**config.mk**
```make
export PLATFORM = sky130hd
export DESIGN_NAME = pipe5_core
export DESIGN_NICKNAME = d
export VERILOG_FILES = /design/src/rtl/pipe5_pkg.sv /design/src/rtl/pipe5_decode.sv /design/src/rtl/pipe5_regfile.sv /design/src/rtl/pipe5_alu.sv /design/src/rtl/pipe5_core.sv
export SDC_FILE = /design/constraint.sdc
export NUM_CORES = 2
export LEC_CHECK = 0
export BUFFER_PORTS_ARGS = -buffer_cell sky130_fd_sc_hd__buf_2
export CORE_ASPECT_RATIO = 1.75
export CORE_UTILIZATION = 40
export CTS_BUF_LIST = sky130_fd_sc_hd__clkbuf_8
export DETAILED_ROUTE_END_ITERATION = 7
export GPL_TIMING_DRIVEN = 0
export PLACE_DENSITY_LB_ADDON = 0.15
export SLEW_MARGIN = 20
export SYNTH_ARGS = -nofsm -noshare
export SYNTH_HDL_FRONTEND = slang
export SYNTH_SLANG_ARGS = --single-unit
export TNS_END_PERCENT = 30
```
**constraint.sdc**
```tcl
create_clock -name clk -period 10.95 [get_ports clk]
set_input_delay 2.19 -clock clk [delete_from_list [all_inputs] [get_ports clk]]
set_output_delay 2.19 -clock clk [all_outputs]
set_load 0.005 [all_outputs]
```
**src/rtl/pipe5_pkg.sv**
```systemverilog
package pipe5_pkg;

  localparam int ILEN = 32;

  localparam logic [5:0] OPC_ALU   = 6'h00;
  localparam logic [5:0] OPC_BEQ   = 6'h04;
  localparam logic [5:0] OPC_LOAD  = 6'h23;
  localparam logic [5:0] OPC_STORE = 6'h2B;

  localparam logic [5:0] FN_ADD = 6'h20;
  localparam logic [5:0] FN_SUB = 6'h22;
  localparam logic [5:0] FN_AND = 6'h24;
  localparam logic [5:0] FN_OR  = 6'h25;
  localparam logic [5:0] FN_SLT = 6'h2A;

  // operation class chosen in decode, refined in execute
  typedef enum logic [1:0] {
    CLS_ADD   = 2'd0,
    CLS_SUB   = 2'd1,
    CLS_FUNCT = 2'd2
  } alu_class_e;

  typedef enum logic [2:0] {
    ALU_NONE = 3'd0,
    ALU_ADD  = 3'd1,
    ALU_SUB  = 3'd2,
    ALU_AND  = 3'd3,
    ALU_OR   = 3'd4,
    ALU_SLT  = 3'd5
  } alu_sel_e;

  typedef struct packed {
    logic       dst_rd;   // destination is rd, otherwise rt
    alu_class_e cls;
    logic       use_imm;  // second operand is immediate
  } ex_ctrl_t;

  typedef struct packed {
    logic branch;
    logic mem_rd;
    logic mem_wr;
  } mem_ctrl_t;

  typedef struct packed {
    logic reg_wr;
    logic from_mem;
  } wb_ctrl_t;

  typedef struct packed {
    ex_ctrl_t  ex;
    mem_ctrl_t mem;
    wb_ctrl_t  wb;
  } ctrl_t;

endpackage

```
**src/rtl/pipe5_decode.sv**
```systemverilog
module pipe5_decode
  import pipe5_pkg::*;
(
  input  logic [5:0] opcode,
  output ctrl_t      ctrl
);

  always_comb begin
    ctrl = '0;
    case (opcode)
      OPC_ALU: begin
        ctrl.ex.dst_rd  = 1'b1;
        ctrl.ex.cls     = CLS_FUNCT;
        ctrl.wb.reg_wr  = 1'b1;
      end
      OPC_LOAD: begin
        ctrl.ex.use_imm  = 1'b1;
        ctrl.ex.cls      = CLS_ADD;
        ctrl.mem.mem_rd  = 1'b1;
        ctrl.wb.reg_wr   = 1'b1;
        ctrl.wb.from_mem = 1'b1;
      end
      OPC_STORE: begin
        ctrl.ex.use_imm = 1'b1;
        ctrl.ex.cls     = CLS_ADD;
        ctrl.mem.mem_wr = 1'b1;
      end
      OPC_BEQ: begin
        ctrl.ex.cls     = CLS_SUB;
        ctrl.mem.branch = 1'b1;
      end
      default: ctrl = '0;
    endcase
  end

endmodule

```
**src/rtl/pipe5_regfile.sv**
```systemverilog
module pipe5_regfile #(
  parameter int XLEN = 32,
  parameter int NREG = 32,
  localparam int RAW = $clog2(NREG)
) (
  input  logic            clk,
  input  logic            rst,
  input  logic            we,
  input  logic [RAW-1:0]  waddr,
  input  logic [XLEN-1:0] wdata,
  input  logic [RAW-1:0]  raddr_a,
  input  logic [RAW-1:0]  raddr_b,
  output logic [XLEN-1:0] rdata_a,
  output logic [XLEN-1:0] rdata_b
);

  logic [XLEN-1:0] regs [NREG];

  // storage without reset so it maps to distributed RAM
  always_ff @(posedge clk) begin
    if (we) regs[waddr] <= wdata;
  end

  // write-then-read within one cycle: pass the incoming value through
  always_comb begin
    if (raddr_a == '0)                   rdata_a = '0;
    else if (we && waddr == raddr_a)     rdata_a = wdata;
    else                                 rdata_a = regs[raddr_a];
    if (raddr_b == '0)                   rdata_b = '0;
    else if (we && waddr == raddr_b)     rdata_b = wdata;
    else                                 rdata_b = regs[raddr_b];
  end

  assert_write_lands_R9: assert property (@(posedge clk) disable iff (rst)
    we |=> regs[$past(waddr)] == $past(wdata));

endmodule

```
**src/rtl/pipe5_alu.sv**
```systemverilog
module pipe5_alu
  import pipe5_pkg::*;
#(
  parameter int XLEN = 32
) (
  input  alu_class_e      cls,
  input  logic [5:0]      funct,
  input  logic [XLEN-1:0] a,
  input  logic [XLEN-1:0] b,
  output logic [XLEN-1:0] result,
  output logic            zero
);

  alu_sel_e sel;

  always_comb begin
    case (cls)
      CLS_ADD: sel = ALU_ADD;
      CLS_SUB: sel = ALU_SUB;
      default: begin
        case (funct)
          FN_ADD:  sel = ALU_ADD;
          FN_SUB:  sel = ALU_SUB;
          FN_AND:  sel = ALU_AND;
          FN_OR:   sel = ALU_OR;
          FN_SLT:  sel = ALU_SLT;
          default: sel = ALU_NONE;
        endcase
      end
    endcase
  end

  always_comb begin
    case (sel)
      ALU_ADD: result = a + b;
      ALU_SUB: result = a - b;
      ALU_AND: result = a & b;
      ALU_OR:  result = a | b;
      ALU_SLT: result = {{(XLEN-1){1'b0}}, ($signed(a) < $signed(b))};
      default: result = '0;
    endcase
  end

  assign zero = (result == '0);

endmodule

```
**src/rtl/pipe5_core.sv**
```systemverilog
module pipe5_core
  import pipe5_pkg::*;
#(
  parameter int XLEN = 32,
  parameter int NREG = 32,
  localparam int RAW = $clog2(NREG)
) (
  input  logic            clk,
  input  logic            rst,
  output logic [XLEN-1:0] imem_addr,
  input  logic [ILEN-1:0] imem_rdata,
  output logic [XLEN-1:0] dmem_addr,
  output logic [XLEN-1:0] dmem_wdata,
  output logic            dmem_re,
  output logic            dmem_we,
  input  logic [XLEN-1:0] dmem_rdata,
  output logic            wb_we,
  output logic [RAW-1:0]  wb_addr,
  output logic [XLEN-1:0] wb_data
);

  localparam int IMMW = 16;

  typedef struct packed {
    logic [XLEN-1:0] pc4;
    logic [ILEN-1:0] instr;
  } fd_t;

  typedef struct packed {
    ex_ctrl_t        ex;
    mem_ctrl_t       mem;
    wb_ctrl_t        wb;
    logic [XLEN-1:0] pc4;
    logic [XLEN-1:0] opa;
    logic [XLEN-1:0] opb;
    logic [XLEN-1:0] imm;
    logic [RAW-1:0]  rt;
    logic [RAW-1:0]  rd;
  } dx_t;

  typedef struct packed {
    mem_ctrl_t       mem;
    wb_ctrl_t        wb;
    logic            zero;
    logic [XLEN-1:0] alu;
    logic [XLEN-1:0] store;
    logic [XLEN-1:0] target;
    logic [RAW-1:0]  dest;
  } xm_t;

  typedef struct packed {
    wb_ctrl_t        wb;
    logic [XLEN-1:0] load;
    logic [XLEN-1:0] alu;
    logic [RAW-1:0]  dest;
  } mw_t;

  logic [XLEN-1:0] pc_q;
  fd_t fd_q;
  dx_t dx_q;
  xm_t xm_q;
  mw_t mw_q;

  // ---------------- fetch ----------------
  logic            taken;
  logic [XLEN-1:0] pc_plus4;

  assign taken     = xm_q.mem.branch & xm_q.zero;
  assign pc_plus4  = pc_q + XLEN'(4);
  assign imem_addr = pc_q;

  always_ff @(posedge clk) begin
    if (rst) begin
      pc_q <= '0;
      fd_q <= '0;
    end else begin
      pc_q <= taken ? xm_q.target : pc_plus4;
      fd_q <= '{pc4: pc_plus4, instr: imem_rdata};
    end
  end

  // ---------------- decode ----------------
  ctrl_t           id_ctrl;
  logic [5:0]      id_opc;
  logic            id_illegal;
  logic [RAW-1:0]  id_rs, id_rt, id_rd;
  logic [XLEN-1:0] id_a, id_b, id_imm;

  assign id_opc = fd_q.instr[31:26];
  assign id_rs  = fd_q.instr[21 +: RAW];
  assign id_rt  = fd_q.instr[16 +: RAW];
  assign id_rd  = fd_q.instr[11 +: RAW];
  assign id_imm = {{(XLEN-IMMW){fd_q.instr[IMMW-1]}}, fd_q.instr[IMMW-1:0]};
  assign id_illegal = !(id_opc inside {OPC_ALU, OPC_LOAD, OPC_STORE, OPC_BEQ});

  pipe5_decode u_decode (
    .opcode (id_opc),
    .ctrl   (id_ctrl)
  );

  logic            rf_we;
  logic [XLEN-1:0] wb_value;

  pipe5_regfile #(.XLEN(XLEN), .NREG(NREG)) u_regfile (
    .clk     (clk),
    .rst     (rst),
    .we      (rf_we),
    .waddr   (mw_q.dest),
    .wdata   (wb_value),
    .raddr_a (id_rs),
    .raddr_b (id_rt),
    .rdata_a (id_a),
    .rdata_b (id_b)
  );

  always_ff @(posedge clk) begin
    if (rst) begin
      dx_q <= '0;
    end else begin
      dx_q.ex  <= id_ctrl.ex;
      dx_q.mem <= id_ctrl.mem;
      dx_q.wb  <= id_ctrl.wb;
      dx_q.pc4 <= fd_q.pc4;
      dx_q.opa <= id_a;
      dx_q.opb <= id_b;
      dx_q.imm <= id_imm;
      dx_q.rt  <= id_rt;
      dx_q.rd  <= id_rd;
    end
  end

  // ---------------- execute ----------------
  logic [XLEN-1:0] ex_b, ex_res;
  logic            ex_zero;

  assign ex_b = dx_q.ex.use_imm ? dx_q.imm : dx_q.opb;

  pipe5_alu #(.XLEN(XLEN)) u_alu (
    .cls    (dx_q.ex.cls),
    .funct  (dx_q.imm[5:0]),
    .a      (dx_q.opa),
    .b      (ex_b),
    .result (ex_res),
    .zero   (ex_zero)
  );

  always_ff @(posedge clk) begin
    if (rst) begin
      xm_q <= '0;
    end else begin
      xm_q.mem    <= dx_q.mem;
      xm_q.wb     <= dx_q.wb;
      xm_q.zero   <= ex_zero;
      xm_q.alu    <= ex_res;
      xm_q.store  <= dx_q.opb;
      xm_q.target <= dx_q.pc4 + (dx_q.imm << 2);
      xm_q.dest   <= dx_q.ex.dst_rd ? dx_q.rd : dx_q.rt;
    end
  end

  // ---------------- memory ----------------
  assign dmem_addr  = xm_q.alu;
  assign dmem_wdata = xm_q.store;
  assign dmem_re    = xm_q.mem.mem_rd;
  assign dmem_we    = xm_q.mem.mem_wr;

  always_ff @(posedge clk) begin
    if (rst) begin
      mw_q <= '0;
    end else begin
      mw_q.wb   <= xm_q.wb;
      mw_q.load <= dmem_rdata;
      mw_q.alu  <= xm_q.alu;
      mw_q.dest <= xm_q.dest;
    end
  end

  // ---------------- write-back ----------------
  assign wb_value = mw_q.wb.from_mem ? mw_q.load : mw_q.alu;
  assign rf_we    = mw_q.wb.reg_wr && (mw_q.dest != '0);
  assign wb_we    = rf_we;
  assign wb_addr  = mw_q.dest;
  assign wb_data  = wb_value;

  // ---------------- assertions ----------------
  assert_reset_state_R1: assert property (@(posedge clk)
    rst |=> (imem_addr == '0 && !dmem_we && !dmem_re && !wb_we));

  assert_pc_step_R2: assert property (@(posedge clk) disable iff (rst)
    !taken |=> imem_addr == $past(imem_addr) + XLEN'(4));

  assert_completes_R4: assert property (@(posedge clk) disable iff (rst)
    (xm_q.wb.reg_wr && xm_q.dest != '0) |=> wb_we);

  assert_load_return_R5: assert property (@(posedge clk) disable iff (rst)
    (dmem_re && xm_q.dest != '0) |=> (wb_we && wb_data == $past(dmem_rdata)));

  assert_mem_exclusive_R6: assert property (@(posedge clk) disable iff (rst)
    !(dmem_we && dmem_re));

  assert_redirect_R7: assert property (@(posedge clk) disable iff (rst)
    taken |=> imem_addr == $past(xm_q.target));

  assert_illegal_bubble_R10: assert property (@(posedge clk) disable iff (rst)
    id_illegal |=> (dx_q.wb == '0 && dx_q.mem == '0));

endmodule

```
==> impl_metrics.py <==
metrics = {
    "power": {
        "p_int_mw": 8.68,
        "power.share.clock_pct": 35.7,
        "power_density_nw_per_um2": 157,
        "pwr-share-seq_pct": 49.0,
        "sw_frac_of_total_pct": 28.9,
        "p_comb_share_pct": 15.2,
        "vdd_drop_max_uv": 83.5,
        "p_sw_mw": 3.53,
        "cellLeakagePower_nw": 27.7,
    },
    "global_route": {
        "grt_max_degree": 34,
        "grt_pass1_wl_um": 374000,
        "antenna_found_initial": 4,
        "grt_pass1_vias": 49900,
        "grt_use_total_pct": 31.3,
        "gr-total-overflow": 0,
    },
    "synth": {
        "ys_seq_area_share_pct": 56.9,
        "ys_async_sr_fraction_pct": 0,
        "synthDistinctLibCells": 88,
        "ys_ff_latch": 1421,
        "yosysWarningCount": 0,
        "avgSynthCellArea_um2": 12.7,
        "synth_area_leader_cell": "edfxtp_1",
        "synth_area_um2": 68000,
        "synthCells": 5338,
        "synth_edf_count": 1024,
        "yosysTopAreaCellShare_pct": 45.2,
        "synth.area.top_cells": "edfxtp_1, dfxtp_1, mux4_2",
        "synth_ff_type": "edfxtp_1",
    },
    "sta": {
        "final.setup.tns_ns": 0,
        "fin_crit_sh_pct": 88.4,
        "tightest_slew_ns": 1.29,
        "finalHoldViolations": 0,
        "rsz0062_at_grt": "false",
        "maxSlewViolCount": 0,
        "finalClockSkew_ns": 0.0753,
        "period_needed_ns": 9.68,
        "setup_viol": 0,
        "fin_ws_ns": 1.27,
        "maxSlewHeadroom_pct": 14.1,
        "fmax_mhz": 103,
        "hold_ws_ns": 0.407,
    },
    "run_status": {
        "status": "finished clean",
    },
    "cts": {
        "cts_tree": "built",
        "cts_buffer_depth": 4,
        "htreeDepth": 4,
        "worstSkewPairLatency_ns": 0.99,
        "cts_sinks": 1421,
        "path_clk_slew_ns": 0.08,
        "cts_hold_buf": 0,
        "cts_resized": 0,
        "postCtsSetupRepairBufs": 0,
        "numCtsBuffers": 219,
        "root_buffer": "clkbuf_8",
    },
    "route": {
        "drt-total-wl_um": 274000,
        "drt-wirelength-per-cell_um": 33.2,
        "vias_per_cell": 6.01,
        "drtIter0Drc": 4891,
        "dr_total_vias": 49600,
        "dr.pass1.iters": 5,
        "antenna_left": 0,
        "remaining_drc_errors": 0,
    },
    "critical_path": {
        "arrival_ns": 10.49,
        "crit_type": "reg2reg",
        "cp.required_ns": 11.76,
        "start_kind": "flop",
        "endpoint_kind": "flop",
        "crit_path_max_fanout": 10,
        "worst_r2r_path_depth": 20,
    },
    "flow_run": {
        "cap_violations": 0,
    },
    "cells_and_area": {
        "utilization_pct": 46.2,
        "final_nets": 6063,
        "drive_above_1_share_pct": 19.4,
        "syn_to_final_growth_pct": 14.4,
    },
    "placed_design": {
        "gp_congestion": 0.972,
        "io_buffers": 200,
        "pre_cts_ws_ns": 1.55,
        "dp_hpwl_um": 206000,
    },
    "worst_hold_path": {
        "min_path_type": "reg2reg",
        "holdPathStages": 1,
    },
    "die": {
        "die_area_um2": 172000,
        "initial_utilization_pct": 40.4,
        "io_pins": 202,
        "rows": 199,
        "dieHeight_um": 547,
        "coreArea_um2": 168000,
        "die_w_um": 314,
    },
}
[cell usage after synthesis (36+ instances only)]
cell type	instances
edfxtp_1	1024
nor2_1	637
mux2i_1	442
dfxtp_1	397
a21oi_1	380
clkbuf_1	275
mux4_2	256
o21ai_0	239
a221oi_1	204
nor2b_1	201
inv_1	158
ha_1	140
mux2_2	128
nand2_1	84
buf_4	73
a22oi_1	66
buf_1	58
a211oi_1	49
nor3_1	41
nand3_1	38
xor2_1	36
[kinds of logic (layout without fill, tap and decap cells)]
group | after synthesis | count (layout) | synth area share [%]
buffers and inverters | 582 | 1241 | 3.64
AOI/OAI and AO/OA | 1164 | 1164 | 11.1
adders and majority gates | 143 | 143 | 2.66
DFF | 1421 | 1421 | 56.9
other | 1 | 37 | 0.00551
and+or+nand+nor | 1132 | 1132 | 7.73
xor gates and xnor gates | 69 | 69 | 0.889
muxes | 826 | 826 | 17.1
[worst paths after layout]
path | start | to | slack (ns)
worst min register to register | fd_q[35] | dx_q[109] | 0.41
worst max register to register | dx_q[10] | xm_q[101] | 1.27
worst min-delay path | fd_q[35] | dx_q[109] | 0.41
worst max-delay path | dx_q[10] | xm_q[101] | 1.27
[power groups by stage]
stage	sequential [mW]	combinational, mW	clock, mW
finish	5.99	1.86	4.36
global route	5.99	1.94	4.61
CTS	5.98	1.81	4.42
detailed placement	6.10	1.81	0
global placement	6.10	1.79	0
floorplan	6.06	1.07	0
[flip-flops by register name, indices dropped and copies added, names as in the netlist, 5 cells and up]
signal,flops
u_regfile.regs,1024
dx_q,124
mw_q,66
fd_q,64
xm_q,41
dmem_addr,32
dmem_wdata,32
imem_addr,32
wb_addr,5
[critical path: stages (launching register included)]
cell and delay (ns):
dfxtp_1 0.38, clkbuf_1 0.71, clkbuf_1 0.88, clkbuf_1 0.69, buf_1 0.69, clkbuf_1 0.76
mux2i_1 0.22, inv_1 0.14, ha_1 0.31, fa_1 0.31, nor2_1 0.07, o311ai_1 0.61
a31oi_1 0.32, o311ai_1 1.04, nand3_1 0.26, a311o_1 0.39, o21a_1 0.31, mux2i_1 0.16
a221oi_1 0.63, and4b_1 0.30, and4_1 0.35
[through the flow]
| stage | total power [mW] | cells | area (um^2) |
|---|---|---|---|
| finish | 12.2 | 8244 | 77800 |
| global route | 12.5 | 8242 | 77800 |
| CTS | 12.2 | 8239 | 77800 |
| detailed placement | 7.91 | 7844 | 73600 |
| global placement | 7.89 | 7780 | 71900 |
| floorplan | 7.13 | 5369 | 68100 |
[layout make-up]
cell class | count | area, um^2
sequential | 1421 | 38700
buffer | 420 | 1960
antenna | 5 | 12.5
tap | 2211 | 2770
timing repair buffer | 264 | 2380
clock inverter | 149 | 785
clock buffer | 246 | 3390
inverter | 162 | 608
fill | 15500 | 90500
multi-input combinational | 3366 | 27200
[placed cells by master, fill, tap and decap left out, types with 128 or more instances in the layout]
master    netlist  routed
a21oi_1       380     379
edfxtp_1     1024    1024
buf_2          14     241
mux2i_1       442     442
dfxtp_1       397     397
a221oi_1      204     204
mux4_2        256     256
clkbuf_8        0     246
nor2_1        637     606
clkbuf_1      275     231
ha_1          140     140
nor2b_1       201     201
inv_1         158     216
mux2_2        128     128
o21ai_0       239     239
[metal layers]
layer / part of all wire [%] / GRT usage, % / routed length (um)
met1: 33 / 32.0 / 90500
met2: 52 / 57.0 / 142000
met3: 6.1 / 4.70 / 16600
met4: 9.0 / 24.0 / 24600
met5: 0.0026 / 0 / 7
Note: power is estimated with default switching activity, not from simulation.
